## src/rtl/spi_host_pkg.sv

```systemverilog
package spi_host_pkg;

  typedef enum logic [1:0] {
    XM_READ  = 2'd0,
    XM_FAST  = 2'd1,
    XM_WRITE = 2'd2,
    XM_USER  = 2'd3
  } xfer_mode_e;

  localparam logic [7:0] OFS_CFG   = 8'h00;
  localparam logic [7:0] OFS_CSCTL = 8'h04;
  localparam logic [7:0] OFS_CTRL  = 8'h10;
  localparam int CFG_WEN_BIT   = 16;
  localparam int CTRL_STOP_BIT = 2;

  // Header bytes ahead of the data: opcode, address, optional dummy.
  function automatic logic [3:0] hdr_len(input xfer_mode_e m, input logic four);
    if (m == XM_USER) return 4'd0;
    return 4'd1 + (four ? 4'd4 : 4'd3) + ((m == XM_FAST) ? 4'd1 : 4'd0);
  endfunction

  // Byte j of a data phase of len bytes, most significant first.
  function automatic logic [7:0] data_byte(input logic [31:0] d, input logic [2:0] len,
                                           input logic [3:0] j);
    int sh;
    logic [31:0] t;
    sh = 8 * (int'(len) - 1 - int'(j));
    if (sh < 0) sh = 0;
    t = d >> sh;
    return t[7:0];
  endfunction

  // Byte number idx of the whole frame.
  function automatic logic [7:0] pick_byte(input logic [3:0] idx, input logic [3:0] hdr,
                                           input logic [7:0] op, input logic [31:0] a,
                                           input logic four, input logic [31:0] d,
                                           input logic [2:0] dlen);
    int na, k, sh;
    logic [31:0] t;
    if (idx >= hdr) return data_byte(d, dlen, idx - hdr);
    if (idx == 4'd0) return op;
    na = four ? 4 : 3;
    k  = int'(idx) - 1;
    if (k < na) begin
      sh = 8 * (na - 1 - k);
      t  = a >> sh;
      return t[7:0];
    end
    return 8'h00;
  endfunction

endpackage

```

## src/rtl/spi_host_regs.sv

```systemverilog
module spi_host_regs
  import spi_host_pkg::*;
#(
  parameter logic [7:0] RST_OPCODE = 8'h03
) (
  input  logic        clk,
  input  logic        rst_n,
  input  logic        sel,
  input  logic        we,
  input  logic [7:0]  addr,
  input  logic [31:0] wdata,
  output logic [31:0] rdata,
  output logic        wen,
  output logic        four,
  output xfer_mode_e  mode,
  output logic        stop,
  output logic [7:0]  opcode
);

  logic unused_wbits;
  assign unused_wbits = ^{wdata[31:24], wdata[15:3]};

  always_ff @(posedge clk or negedge rst_n) begin
    if (!rst_n) begin
      wen    <= 1'b0;
      four   <= 1'b0;
      mode   <= XM_READ;
      stop   <= 1'b1;
      opcode <= RST_OPCODE;
    end else if (sel && we) begin
      case (addr)
        OFS_CFG:   wen <= wdata[CFG_WEN_BIT];
        OFS_CSCTL: four <= wdata[0];
        OFS_CTRL: begin
          mode   <= xfer_mode_e'(wdata[1:0]);
          stop   <= wdata[CTRL_STOP_BIT];
          opcode <= wdata[23:16];
        end
        default: ;
      endcase
    end
  end

  always_comb begin
    rdata = '0;
    case (addr)
      OFS_CFG:   rdata[CFG_WEN_BIT] = wen;
      OFS_CSCTL: rdata[0] = four;
      OFS_CTRL: begin
        rdata[1:0]           = mode;
        rdata[CTRL_STOP_BIT] = stop;
        rdata[23:16]         = opcode;
      end
      default: ;
    endcase
  end

endmodule

```

## src/rtl/spi_host_shift.sv

```systemverilog
module spi_host_shift #(
  parameter int CLK_DIV = 2
) (
  input  logic       clk,
  input  logic       rst_n,
  input  logic       start,
  input  logic [7:0] tx,
  input  logic       miso,
  output logic       sck,
  output logic       mosi,
  output logic       busy,
  output logic       done,
  output logic [7:0] rx
);

  localparam int CW = (CLK_DIV > 1) ? $clog2(CLK_DIV) : 1;
  localparam logic [CW-1:0] CNT_TOP = CW'(CLK_DIV - 1);

  logic [CW-1:0] cnt;
  logic [3:0]    ph;
  logic [7:0]    txs;

  assign mosi = busy & txs[7];

  always_ff @(posedge clk or negedge rst_n) begin
    if (!rst_n) begin
      cnt  <= '0;
      ph   <= '0;
      txs  <= '0;
      rx   <= '0;
      sck  <= 1'b0;
      busy <= 1'b0;
      done <= 1'b0;
    end else begin
      done <= 1'b0;
      if (!busy) begin
        if (start) begin
          busy <= 1'b1;
          txs  <= tx;
          cnt  <= '0;
          ph   <= '0;
        end
      end else if (cnt == CNT_TOP) begin
        cnt <= '0;
        ph  <= ph + 4'd1;
        if (!ph[0]) begin
          sck <= 1'b1;
          rx  <= {rx[6:0], miso};
        end else begin
          sck <= 1'b0;
          txs <= {txs[6:0], 1'b0};
          if (ph == 4'd15) begin
            busy <= 1'b0;
            done <= 1'b1;
          end
        end
      end else begin
        cnt <= cnt + CW'(1);
      end
    end
  end

  AST_SCK_IDLE_LOW: assert property (@(posedge clk) disable iff (!rst_n)
    !busy |-> !sck);
  AST_DONE_AFTER_BYTE: assert property (@(posedge clk) disable iff (!rst_n)
    done |-> (!busy && !sck));

endmodule

```

## src/rtl/spi_host_seq.sv

```systemverilog
module spi_host_seq
  import spi_host_pkg::*;
#(
  parameter int WIN_AW = 28
) (
  input  logic              clk,
  input  logic              rst_n,
  input  logic              win_req,
  input  logic              win_we,
  input  logic              win_word,
  input  logic [WIN_AW-1:0] win_addr,
  input  logic [31:0]       win_wdata,
  input  xfer_mode_e        mode,
  input  logic [7:0]        opcode,
  input  logic              four,
  input  logic              wen,
  input  logic              sh_done,
  input  logic [7:0]        sh_rx,
  output logic              sh_start,
  output logic [7:0]        sh_tx,
  output logic              frame_on,
  output logic              win_ready,
  output logic [31:0]       win_rdata,
  output logic              seq_idle
);

  typedef enum logic [1:0] {S_IDLE, S_RUN, S_FIN} seq_st_e;

  seq_st_e     st;
  logic [3:0]  idx, hdr_q, last_idx;
  logic [2:0]  dlen_q;
  logic [31:0] addr_q, data_q;
  logic [7:0]  op_q;
  logic        four_q, launch, acc_ignore;

  // direction must match the mode, and write mode needs permission
  always_comb begin
    acc_ignore = 1'b0;
    if ((mode == XM_READ || mode == XM_FAST) && win_we) acc_ignore = 1'b1;
    if (mode == XM_WRITE && (!win_we || !wen))          acc_ignore = 1'b1;
  end

  assign last_idx  = hdr_q + 4'(dlen_q) - 4'd1;
  assign sh_start  = (st == S_RUN) && launch;
  assign sh_tx     = pick_byte(idx, hdr_q, op_q, addr_q, four_q, data_q, dlen_q);
  assign win_ready = (st == S_FIN);
  assign seq_idle  = (st == S_IDLE);

  always_ff @(posedge clk or negedge rst_n) begin
    if (!rst_n) begin
      st        <= S_IDLE;
      idx       <= '0;
      hdr_q     <= '0;
      dlen_q    <= '0;
      addr_q    <= '0;
      data_q    <= '0;
      op_q      <= '0;
      four_q    <= 1'b0;
      launch    <= 1'b0;
      frame_on  <= 1'b0;
      win_rdata <= '0;
    end else begin
      if (sh_start) launch <= 1'b0;
      case (st)
        S_IDLE: if (win_req) begin
          win_rdata <= '0;
          hdr_q     <= hdr_len(mode, four);
          dlen_q    <= (mode == XM_USER && !win_word) ? 3'd1 : 3'd4;
          addr_q    <= 32'(win_addr);
          data_q    <= win_we ? win_wdata : 32'h0;
          op_q      <= opcode;
          four_q    <= four;
          idx       <= '0;
          if (acc_ignore) begin
            st <= S_FIN;
          end else begin
            st       <= S_RUN;
            launch   <= 1'b1;
            frame_on <= (mode != XM_USER);
          end
        end
        S_RUN: if (sh_done) begin
          if (idx >= hdr_q) win_rdata <= {win_rdata[23:0], sh_rx};
          if (idx == last_idx) begin
            st       <= S_FIN;
            frame_on <= 1'b0;
          end else begin
            idx    <= idx + 4'd1;
            launch <= 1'b1;
          end
        end
        default: st <= S_IDLE;
      endcase
    end
  end

  AST_READY_PULSE: assert property (@(posedge clk) disable iff (!rst_n)
    win_ready |=> !win_ready);
  AST_FRAME_ENDS_AT_READY: assert property (@(posedge clk) disable iff (!rst_n)
    win_ready |-> !frame_on);

endmodule

```

## src/rtl/spi_host_ctl.sv

```systemverilog
module spi_host_ctl
  import spi_host_pkg::*;
#(
  parameter int         CLK_DIV    = 2,
  parameter int         WIN_AW     = 28,
  parameter logic [7:0] RST_OPCODE = 8'h03
) (
  input  logic              clk,
  input  logic              rst_n,
  input  logic              reg_sel,
  input  logic              reg_we,
  input  logic [7:0]        reg_addr,
  input  logic [31:0]       reg_wdata,
  output logic [31:0]       reg_rdata,
  input  logic              win_req,
  input  logic              win_we,
  input  logic              win_word,
  input  logic [WIN_AW-1:0] win_addr,
  input  logic [31:0]       win_wdata,
  output logic [31:0]       win_rdata,
  output logic              win_ready,
  output logic              spi_sck,
  output logic              spi_cs_n,
  output logic              spi_mosi,
  input  logic              spi_miso
);

  xfer_mode_e mode;
  logic       wen, four, stop, frame_on, seq_idle;
  logic [7:0] opcode, sh_tx, sh_rx;
  logic       sh_start, sh_busy, sh_done;

  spi_host_regs #(.RST_OPCODE(RST_OPCODE)) u_regs (
    .clk(clk), .rst_n(rst_n), .sel(reg_sel), .we(reg_we), .addr(reg_addr),
    .wdata(reg_wdata), .rdata(reg_rdata), .wen(wen), .four(four),
    .mode(mode), .stop(stop), .opcode(opcode)
  );

  spi_host_seq #(.WIN_AW(WIN_AW)) u_seq (
    .clk(clk), .rst_n(rst_n), .win_req(win_req), .win_we(win_we),
    .win_word(win_word), .win_addr(win_addr), .win_wdata(win_wdata),
    .mode(mode), .opcode(opcode), .four(four), .wen(wen),
    .sh_done(sh_done), .sh_rx(sh_rx), .sh_start(sh_start), .sh_tx(sh_tx),
    .frame_on(frame_on), .win_ready(win_ready), .win_rdata(win_rdata),
    .seq_idle(seq_idle)
  );

  spi_host_shift #(.CLK_DIV(CLK_DIV)) u_shift (
    .clk(clk), .rst_n(rst_n), .start(sh_start), .tx(sh_tx), .miso(spi_miso),
    .sck(spi_sck), .mosi(spi_mosi), .busy(sh_busy), .done(sh_done), .rx(sh_rx)
  );

  // raw mode follows the stop bit, direct modes frame each access
  assign spi_cs_n = (mode == XM_USER) ? stop : ~frame_on;

  AST_DIRECT_IDLE_CS_HIGH: assert property (@(posedge clk) disable iff (!rst_n)
    (mode != XM_USER && seq_idle) |-> spi_cs_n);
  AST_WRITE_BLOCKED: assert property (@(posedge clk) disable iff (!rst_n)
    (seq_idle && win_req && win_we && mode == XM_WRITE && !wen) |=> (spi_cs_n && win_ready));
  AST_CS_EDGE_SCK_LOW: assert property (@(posedge clk) disable iff (!rst_n)
    (mode != XM_USER && ($rose(spi_cs_n) || $fell(spi_cs_n))) |-> !spi_sck);
  AST_NO_SHIFT_WHEN_FREE: assert property (@(posedge clk) disable iff (!rst_n)
    seq_idle |-> !sh_busy);

endmodule

```

## config.mk

```make
export PLATFORM = sky130hd
export DESIGN_NAME = spi_host_ctl
export DESIGN_NICKNAME = d
export VERILOG_FILES = /design/src/rtl/spi_host_pkg.sv /design/src/rtl/spi_host_regs.sv /design/src/rtl/spi_host_shift.sv /design/src/rtl/spi_host_seq.sv /design/src/rtl/spi_host_ctl.sv
export SDC_FILE = /design/constraint.sdc
export NUM_CORES = 1
export LEC_CHECK = 0
export BUFFER_PORTS_ARGS = -buffer_cell sky130_fd_sc_hd__buf_2
export CAP_MARGIN = 10
export CORE_ASPECT_RATIO = 0.8
export CORE_MARGIN = 1
export CORE_UTILIZATION = 50
export DETAILED_ROUTE_END_ITERATION = 6
export HOLD_SLACK_MARGIN = 0.08
export MAX_ROUTING_LAYER = met4
export PLACE_DENSITY_LB_ADDON = 0.2
export SLEW_MARGIN = 25
export SYNTH_ARGS = -nofsm -noshare
export SYNTH_HDL_FRONTEND = slang
export SYNTH_HIERARCHICAL = 1
export SYNTH_SLANG_ARGS = --single-unit
```

## constraint.sdc

```tcl
create_clock -name clk -period 7.78 [get_ports clk]
set_clock_uncertainty 0.05 [all_clocks]
set_input_delay 0.778 -clock clk [delete_from_list [all_inputs] [get_ports clk]]
set_output_delay 0.778 -clock clk [all_outputs]
set_load 0.005 [all_outputs]
```

Word-level counts from Yosys, hierarchy flattened
Index checks and enable logic that the tools add are counted.
Cells by class
  bitwise logic cells: 3
  $add $sub $neg: 13
  reduce and logical (&&, ||, !) cells: 28
  eq/ne operators: 18
  mux-type cells: 75
  order comparisons: 3
  shifts and indexed selects: 2
Operator list (number)
  32-bit 2-to-1 mux: 6
  8-bit 2-to-1 mux: 10
  32-bit case mux with 2 select lines: 1
  29-bit by 5-bit subtractor with 29-bit output: 2
  1-bit 2-to-1 mux: 35
  32-bit by 1-bit < comparator with 1-bit output, second input constant: 1
  4-bit 2-to-1 mux: 8
  28-bit by 32-bit >> shifter with 8-bit output: 1
  32-bit by 32-bit >> shifter with 8-bit output: 1
  29-bit by 2-bit subtractor with 29-bit output, second input constant: 1
  2-bit != test, second input constant: 8
  2-bit AND reduction: 6
  2-bit 2-to-1 mux: 5
  3-bit 2-to-1 mux: 3
  3-bit AND reduction: 3
  4-bit by 1-bit adder with 4-bit output, second input constant: 2
  8-bit by 3-bit equality test with 1-bit output, second input constant: 1
  8-bit by 5-bit equality test with 1-bit output, second input constant: 1
  8-bit logical NOT: 1
  1-bit case mux with 2 select lines: 4
  4-bit case mux with 2 select lines: 1
  4-bit AND reduction: 2
  7-bit 2-to-1 mux: 1
  2-bit equality test, second input constant: 3
  24 further kinds: 35
Storage, ports and cells
  bits of input ports: 108
  output and inout port bits: 68
  register bits after elaboration: 153
  logic and storage cells: 165

Logic depth before layout (Yosys ltp)
Gate-level depths: netlist (run 1).
  depth after elaboration: 14
  depth in mapped cells: 15
  gate-level depth less buffers: 14

Cells and area by module
The synthesis (run 1) kept the hierarchy.
Modules (own cells, without submodules)
  spi_host_seq: area an instance 6022.0 µm², times used 1, cells an instance 674, sequential area each 2852.7 µm²
  spi_host_shift: area an instance 1119.8 µm², times used 1, cells an instance 76, sequential area each 600.6 µm²
  spi_host_regs: area an instance 867.1 µm², times used 1, cells an instance 75, sequential area each 329.1 µm²
  spi_host_ctl: area an instance 13.8 µm², times used 1, cells an instance 2, sequential area each 0.0 µm²

Worst setup path before layout (run 1)
No wires, ideal clock.
  path kind: flip-flop to flip-flop
  start point: register u_seq.idx[0]
  end point: register u_shift.txs[3]
  stages on the path, launching flop included: 15
  setup time: 0.125 ns
  arrival: 3.231 ns
  path slack: 4.374 ns
  clock period less this slack: 3.406 ns
  path through: dfrtp_1 inv_1 ha_1 inv_1 fa_1 inv_1 ha_1 nor2b_1 o31a_4 o211ai_4 buf_4 mux2i_1 o32ai_1 mux2_2 mux2_2
Between the ends
  word-level cells in the longest chain between the ends: 14
  elaborated cells between the ends (all ways): 26
  classes of those cells: add/sub (4); order compare (3); shift (2); mux (16); reduce/logical (1)
RTL lines
  start, declared: line spi_host_seq.sv:30  | logic [3:0] idx, hdr_q, last_idx;
  start signal, assigned: line spi_host_seq.sv:88  | idx <= idx + 4'd1;
  4-bit subtractor: line spi_host_pkg.sv:40  | if (idx >= hdr) return data_byte(d, dlen, idx - hdr);
  29-bit by 5-bit subtractor with 29-bit output: line spi_host_pkg.sv:27  | sh = 8 * (int'(len) - 1 - int'(j));
  32-bit by 1-bit < comparator with 1-bit output: line spi_host_pkg.sv:28  | if (sh < 0) sh = 0;
  32-bit 2-to-1 mux: line spi_host_pkg.sv:28
  32-bit 2-to-1 mux: line spi_host_pkg.sv:40
  32-bit by 32-bit >> shifter with 8-bit output: line spi_host_pkg.sv:29  | t = d >> sh;
  8-bit 2-to-1 mux: line spi_host_pkg.sv:40
  8-bit 2-to-1 mux: line spi_host_pkg.sv:41  | if (idx == 4'd0) return op;
  8-bit 2-to-1 mux: line spi_host_pkg.sv:44  | if (k < na) begin
  8-bit 2-to-1 mux: line spi_host_pkg.sv:49  | return 8'h00;
  8-bit 2-to-1 mux: line spi_host_pkg.sv:42  | na = four ? 4 : 3;
  8-bit 2-to-1 mux (*): line spi_host_pkg.sv:41
  net sh_tx[3]: line spi_host_ctl.sv:30  | logic [7:0] opcode, sh_tx, sh_rx;
  8-bit 2-to-1 mux (*): line spi_host_shift.sv:37  | if (start) begin
  8-bit 2-to-1 mux (*): line spi_host_shift.sv:36  | if (!busy) begin
  end signal, assigned: line spi_host_shift.sv:39  | txs <= tx;
  end signal, assigned: line spi_host_shift.sv:51  | txs <= {txs[6:0], 1'b0};
  end, declared: line spi_host_shift.sv:21  | logic [7:0] txs;
Mark *: on every way through the listed nets, which the timed path passes. The rest lies on a longest branch. The select of a mux whose other input is x is not followed.
A chain may end at the register's enable or synchronous reset.

Worst setup path in the final report (run 1)
  start point: register u_seq.idx[0]
  end point: register u_shift.txs[4]
Same word-level chain as after synthesis.

==> metrics, run 1 <==
root cell of the clock tree clkbuf_16; Final #Nets roughly 1100; Num CTS Buffers 17; dpl cell area 8710 sq um; drt pass-1 iters 5; CP Launch Type flip-flop; Routed Antenna Nets 0; I/O Pins 176; post-detail-place hpwl 11500 um; # fillers 1405; die area around 17000 sq um; Die H 115 um; reg2reg end u_shift/txs[4]; status finished clean; number of port buffers 133; Post-Syn Area per Cell 9.71 sq um; Post-Syn Area between 8000 and 9000 sq um; period utilization 48.3%; Via density 5.08; final std cells w/o fill 1162; setup bufs post-CTS 0; fin area a little over 9000 sq um; Syn Inst Count 826; DRT Wirelength 16900 um; Tot GR Track Use 22.6%; slew margin rel. 43.4%; Worst-Skew Late Latency 0.43 ns; Max Fclk 266 MHz; H-tree levels 4; ant diodes 0; share of cells above drive strength 1 25.3%; row cnt 41; Cells after DPL 1130; drt wl/cell 14.5 um; Post-CTS Resized 0; CTS tree done; worst r2r src u_seq/idx[0]; GR Overflow Total 0; setup TNS 0 ns; Max-cap violations 0; Slew @ Worst Pin around 0.85 ns; RSZ-0062 raised after global routing no; die width 144 um; # hold bufs at CTS 0; CP required 8.05 ns; Arr. time, crit path 4.02 ns; Initial Util 51.1%; CP Capture Type flip-flop; reg2reg setup slack 4.03 ns; first-pass GRT wire length between 20000 and 30000 um; min Tclk post-route 3.75 ns; Util after Layout 59.3%; via count 5900; HP Class in -> async; Clock Sinks 151; GP Congestion ~0.84; Setup crit end u_shift/txs[4]; synth warn 6; Worst Reg-to-Reg Cells 13; Peak VDD IR roughly 0.00021 V; CTS max path bufs 2; initial antenna violation count 0; critical path class reg -> reg; number of global-route vias before repair between 5000 and 6000; largest net degree at the start of global routing 90; DRT iter0 DRCs 421; core footprint 15700 sq um; clk slew on worst S/H paths 0.07 ns; worst-path fanout max 13; drt drc 0; Layout area overhead 16.1%; setup violators final 0; beginning of the critical path u_seq/idx[0]; pins over their slew limit 0; overall power 3190 uW; Static Leak 0.00474 uW; Cell Pwr Density 343 nW/um^2; Final Hold Viols 0
-- state kept, by name, indices dropped and copies added, names as in the netlist, 2 cells and up --
register         cells
u_shift/rx           8
u_seq/addr_q        28
u_shift/txs          8
u_seq/data_q        32
u_seq/dlen_q         2
u_shift/ph           4
u_regs/opcode        8
u_seq/op_q           8
u_seq/st             2
u_seq/idx            4
u_seq/win_rdata     32
u_seq/hdr_q          3
u_regs/mode          2
-- cell usage in the layout (no fill, tap or decap), types with 9 or more instances in the layout --
master       n
o21ai_1     35
mux2i_1     15
a32oi_1      9
nand3_1     37
a21oi_1     15
ha_1        24
nand2_1    255
nor3_1      10
nand2b_1    10
xnor2_1     10
mux2_2      23
conb_1      21
inv_1       19
dfrtp_1    148
mux2_4      18
and2_1      14
buf_2      132
nor2_1      16
clkbuf_16   17
-- report_power, final --
group,internal (uW),switching [uW]
Clock,434,385
Sequential,1060,200
Combinational,499,614
-- through the flow --
step / worst slack (ns) / hold WS [ns]
floorplan: 4.37 / 0.380
global placement: 4.09 / 0.398
detailed placement: 4.06 / 0.405
CTS: 4.03 / 0.394
global route: 3.79 / 0.425
finish: 4.03 / 0.364
-- worst min path at each step --
stage | startpoint | end | cells past startpoint | slack (ns)
after detailed placement | u_seq/data_q[24] | u_seq/data_q[24] | 2 | 0.40
after global routing | rst_n | u_seq/data_q[17] | 1 | 0.42
after CTS | rst_n | u_seq/data_q[27] | 1 | 0.39
after global placement | u_seq/data_q[2] | u_seq/data_q[2] | 2 | 0.40
after floorplan | u_seq/data_q[1] | u_seq/data_q[1] | 2 | 0.38
final | rst_n | u_seq/data_q[10] | 1 | 0.36
-- critical path: stages (launching register included) --
cell and delay (ns):
dfrtp_1 0.51, inv_1 0.16, ha_1 0.22, inv_1 0.09, fa_1 0.41, inv_1 0.11
ha_1 0.23, nor2b_1 0.18, o31a_4 0.32, o211ai_4 0.44, mux2i_1 0.26, o32ai_1 0.12
mux2_2 0.28, mux2_2 0.26
-- metal layers --
| layer | share of wire [%] | GRT usage (%) | wire length [um] | vias up |
|---|---|---|---|---|
| li1 | - | - | - | 2979 |
| met1 | 51 | 33.2 | 8660 | 2773 |
| met2 | 43 | 30.7 | 7340 | 133 |
| met3 | 4.3 | 5.12 | 725 | 15 |
| met4 | 1.0 | 6.88 | 170 | 0 |
| met5 | 0 | - | 0 | - |
-- final cells by class --
type	count	area [sq um]	share of cell area (%)
inverter	19	71.3	0.766
tap	215	269	2.89
timing repair buffer	137	702	7.54
clock inverter	15	179	1.92
multi-input combinational	608	3880	41.7
clock buffer	17	425	4.57
sequential	151	3780	40.6
Note: power is estimated with default switching activity, not from simulation.
==> run 2: changes to the inputs <==
==> constraint.sdc (replaced) <==
create_clock -name clk -period 3.1 [get_ports clk]
set_clock_uncertainty 0.05 [all_clocks]
set_input_delay 0.31 -clock clk [delete_from_list [all_inputs] [get_ports clk]]
set_output_delay 0.31 -clock clk [all_outputs]
set_load 0.005 [all_outputs]
==> run 2 against run 1 <==
Net effect:
- the run now ends with negative setup slack left
- critical path depth rose by 1
- clock power rose by 150%
- design area rose by 12%
- highest routed layer unchanged
- routed wire length rose by 15%
==> metrics, run 2 (same netlist as run 1, synthesis figures left out) <==
Max-cap violations 0 (unchanged); Tot GR Track Use 25.5% (+3.0 points); net switching power 3130 uW (+160%); Final #Nets 1178 (+10%); Worst-Skew Late Latency 0.42 ns (about the same); core footprint 15700 sq um (unchanged); initial antenna violation count 1 (+1); fin area 10500 sq um (+12%); worst-path fanout max 8 (-5); GR Overflow Total 0 (unchanged); Seq pwr share 37.4% (-2.1 points); Static Leak 0.00526 uW (+11%); slowest CP cell fa_2; I/O Pins 176 (unchanged); Peak VDD IR 0.000632 V (+200%); min Tclk post-route 3.33 ns (-0.429 ns); Most Frequent Cell on Critical Path inv_2; Max Fclk 301 MHz (+13%); die width 144 um (unchanged); RSZ-0062 raised after global routing yes; slew margin rel. 44.7% (+1.3 points); delay-heaviest family, CP adder cells; Cell Pwr Density 810 nW/um^2 (+140%); part of the power in the clock network 24.1% (-1.6 points); worst hold slack 0.0934 ns (-0.270 ns); via count 6435 (+9.1%); root cell of the clock tree clkbuf_16; H-tree levels 4 (unchanged); largest net degree at the start of global routing 75 (-17%); die area 16600 sq um (unchanged); DRT Wirelength 19400 um (+15%); Util after Layout 66.6% (+7.3 points); period utilization 107% (+59 points); drt drc 0 (unchanged); min setup slack post-route -0.226 ns (-4.25 ns); commonest non-fill, non-tap cell in the layout nand2_1; switching share of power 37.0% (-0.58 points); critical path class reg -> reg; share of cells above drive strength 1 28.4% (+3.1 points); Layout area overhead 30.3%; drt wl/cell 15.3 um (+5.0%); clk slew on worst S/H paths 0.07 ns (about the same); Slew @ Worst Pin 0.830 ns (-0.0190 ns); setup violators final 8 (+8); Setup crit end u_shift/txs[0]; worst stage delay on the critical path 0.54 ns (+0.03 ns); Buf/Inv on CP 4 (+1); reg2reg end u_shift/txs[0]; CP Capture Type flip-flop; status complete, but fails checks; pins over their slew limit 0 (unchanged); first-pass GRT wire length 31300 um (+13%); worst r2r src u_seq/idx[0]; number of port buffers 133 (unchanged); Die H 115 um (unchanged); worst-path cell chain inv_2, ha_4, inv_2, fa_2, inv_2, fa_2, or4b_1, o31a_1, o311ai_4, a32oi_4, buf_4, o32ai_2, and3b_1, a21o_1; HP Class in -> reg; post-detail-place hpwl 12500 um (+8.9%); Final Hold Viols 0 (unchanged); row cnt 41 (unchanged); most frequent cells in the layout 255 x nand2_1, 146 x dfrtp_1, 132 x buf_2; Clock Sinks 151 (unchanged); Worst Reg-to-Reg Cells 14 (+1); reg2reg setup slack -0.23 ns (-4.25 ns); Arr. time, crit path 3.64 ns (-0.38 ns); Pint 5340 uW (+170%); logic gate share of total power 38.4% (+3.5 points); setup TNS -1.59 ns (-1.59 ns); biggest regs u_seq/data_q x32, u_seq/win_rdata x32, u_seq/addr_q x28; CP required 3.41 ns (-4.64 ns); CTS max path bufs 2 (unchanged); number of global-route vias before repair 6168 (+12%); Initial Util 51.1% (unchanged); overall power 8470 uW (+170%); Via density 5.06 (-0.36%); CTS tree done; stages on the worst setup path 14 (+1); beginning of the critical path u_seq/idx[0]; Routed Antenna Nets 0 (unchanged); CP Launch Type flip-flop; dpl cell area 9060 sq um (+4.1%); GP Congestion 0.850 (+0.87%); drt pass-1 iters 5 (unchanged); Num CTS Buffers 17 (unchanged); DRT iter0 DRCs 448 (+6.4%); failing checks negative setup slack
## run 2: cell count changes in the layout (fill, tap and decap cells not counted), moves of 4 or more
cell           before  now
buf_12              0    4
buf_4               4   40
dlygate4sd3_1       0   68
ha_1               24   20
inv_1              19   15
inv_2               0    4
## run 2: timing repair
item | in CTS | in global routing
hold endpoints to repair | 125 | 0
hold buffers | 68 | 0
gates resized for setup | 3 | 10
pin swaps | 3 | 4
buffers inserted | 2 | 2
setup endpoints to repair | 8 | 8
## run 2: power groups by stage
stage | combinational (uW) | clock, uW | sequential, uW
after floorplan | 2240 | 0 | 3030
after global placement | 2960 | 0 | 3180
after detailed placement | 3020 | 0 | 3190
after CTS | 3180 | 2080 | 3170
after global routing | 3620 | 2160 | 3280
final | 3260 | 2040 | 3170
## run 2: metal layers
metal / global-route usage (%) / part of all wire (%) / wire [um]
met4: 7.80 / 1.6 / 314
met3: 4.96 / 4.4 / 861
met2: 38.4 / 46 / 9010
met5: - / 0 / 0
met1: 35.0 / 48 / 9230
## run 2: area by class of cell
class,instances,area (sq um)
Clock buffer,18,439
Antenna cell,1,2.50
Sequential cell,151,3780
Inverter,19,71.3
Clock inverter,14,150
Multi-Input combinational cell,608,3990
Timing Repair Buffer,246,1740
Fill cell,1281,5250
Tap cell,215,269
## run 2: how the worst min path moves through the flow
| stage | depth (start not counted) | slack (ns) | end | from |
|---|---|---|---|---|
| floorplan | 0 | -0.04 | u_regs/four | rst_n |
| global placement | 1 | 0.29 | u_seq/data_q[17] | rst_n |
| detailed placement | 1 | 0.28 | u_seq/data_q[17] | rst_n |
| CTS | 2 | 0.08 | u_regs/four | reg_wdata[0] |
| global route | 3 | 0.09 | u_seq/data_q[28] | win_wdata[28] |
| finish | 2 | 0.09 | u_regs/four | reg_wdata[0] |
## run 2: worst register-to-register path, cell delays in order, from the launching register on
cell and delay, ns:
dfrtp_2 0.40, inv_2 0.08, ha_4 0.12, inv_2 0.04, fa_2 0.54, inv_2 0.06
fa_2 0.38, or4b_1 0.50, o31a_1 0.15, o311ai_4 0.08, a32oi_4 0.22, buf_4 0.18
o32ai_2 0.20, and3b_1 0.19, a21o_1 0.08
## run 2: stage by stage
| step | setup WS (ns) | instances |
|---|---|---|
| CTS | -0.208 | 1269 |
| detailed placement | -0.268 | 1167 |
| floorplan | -0.187 | 846 |
| global route | -0.348 | 1272 |
| global placement | -0.157 | 1167 |
| finish | -0.226 | 1272 |
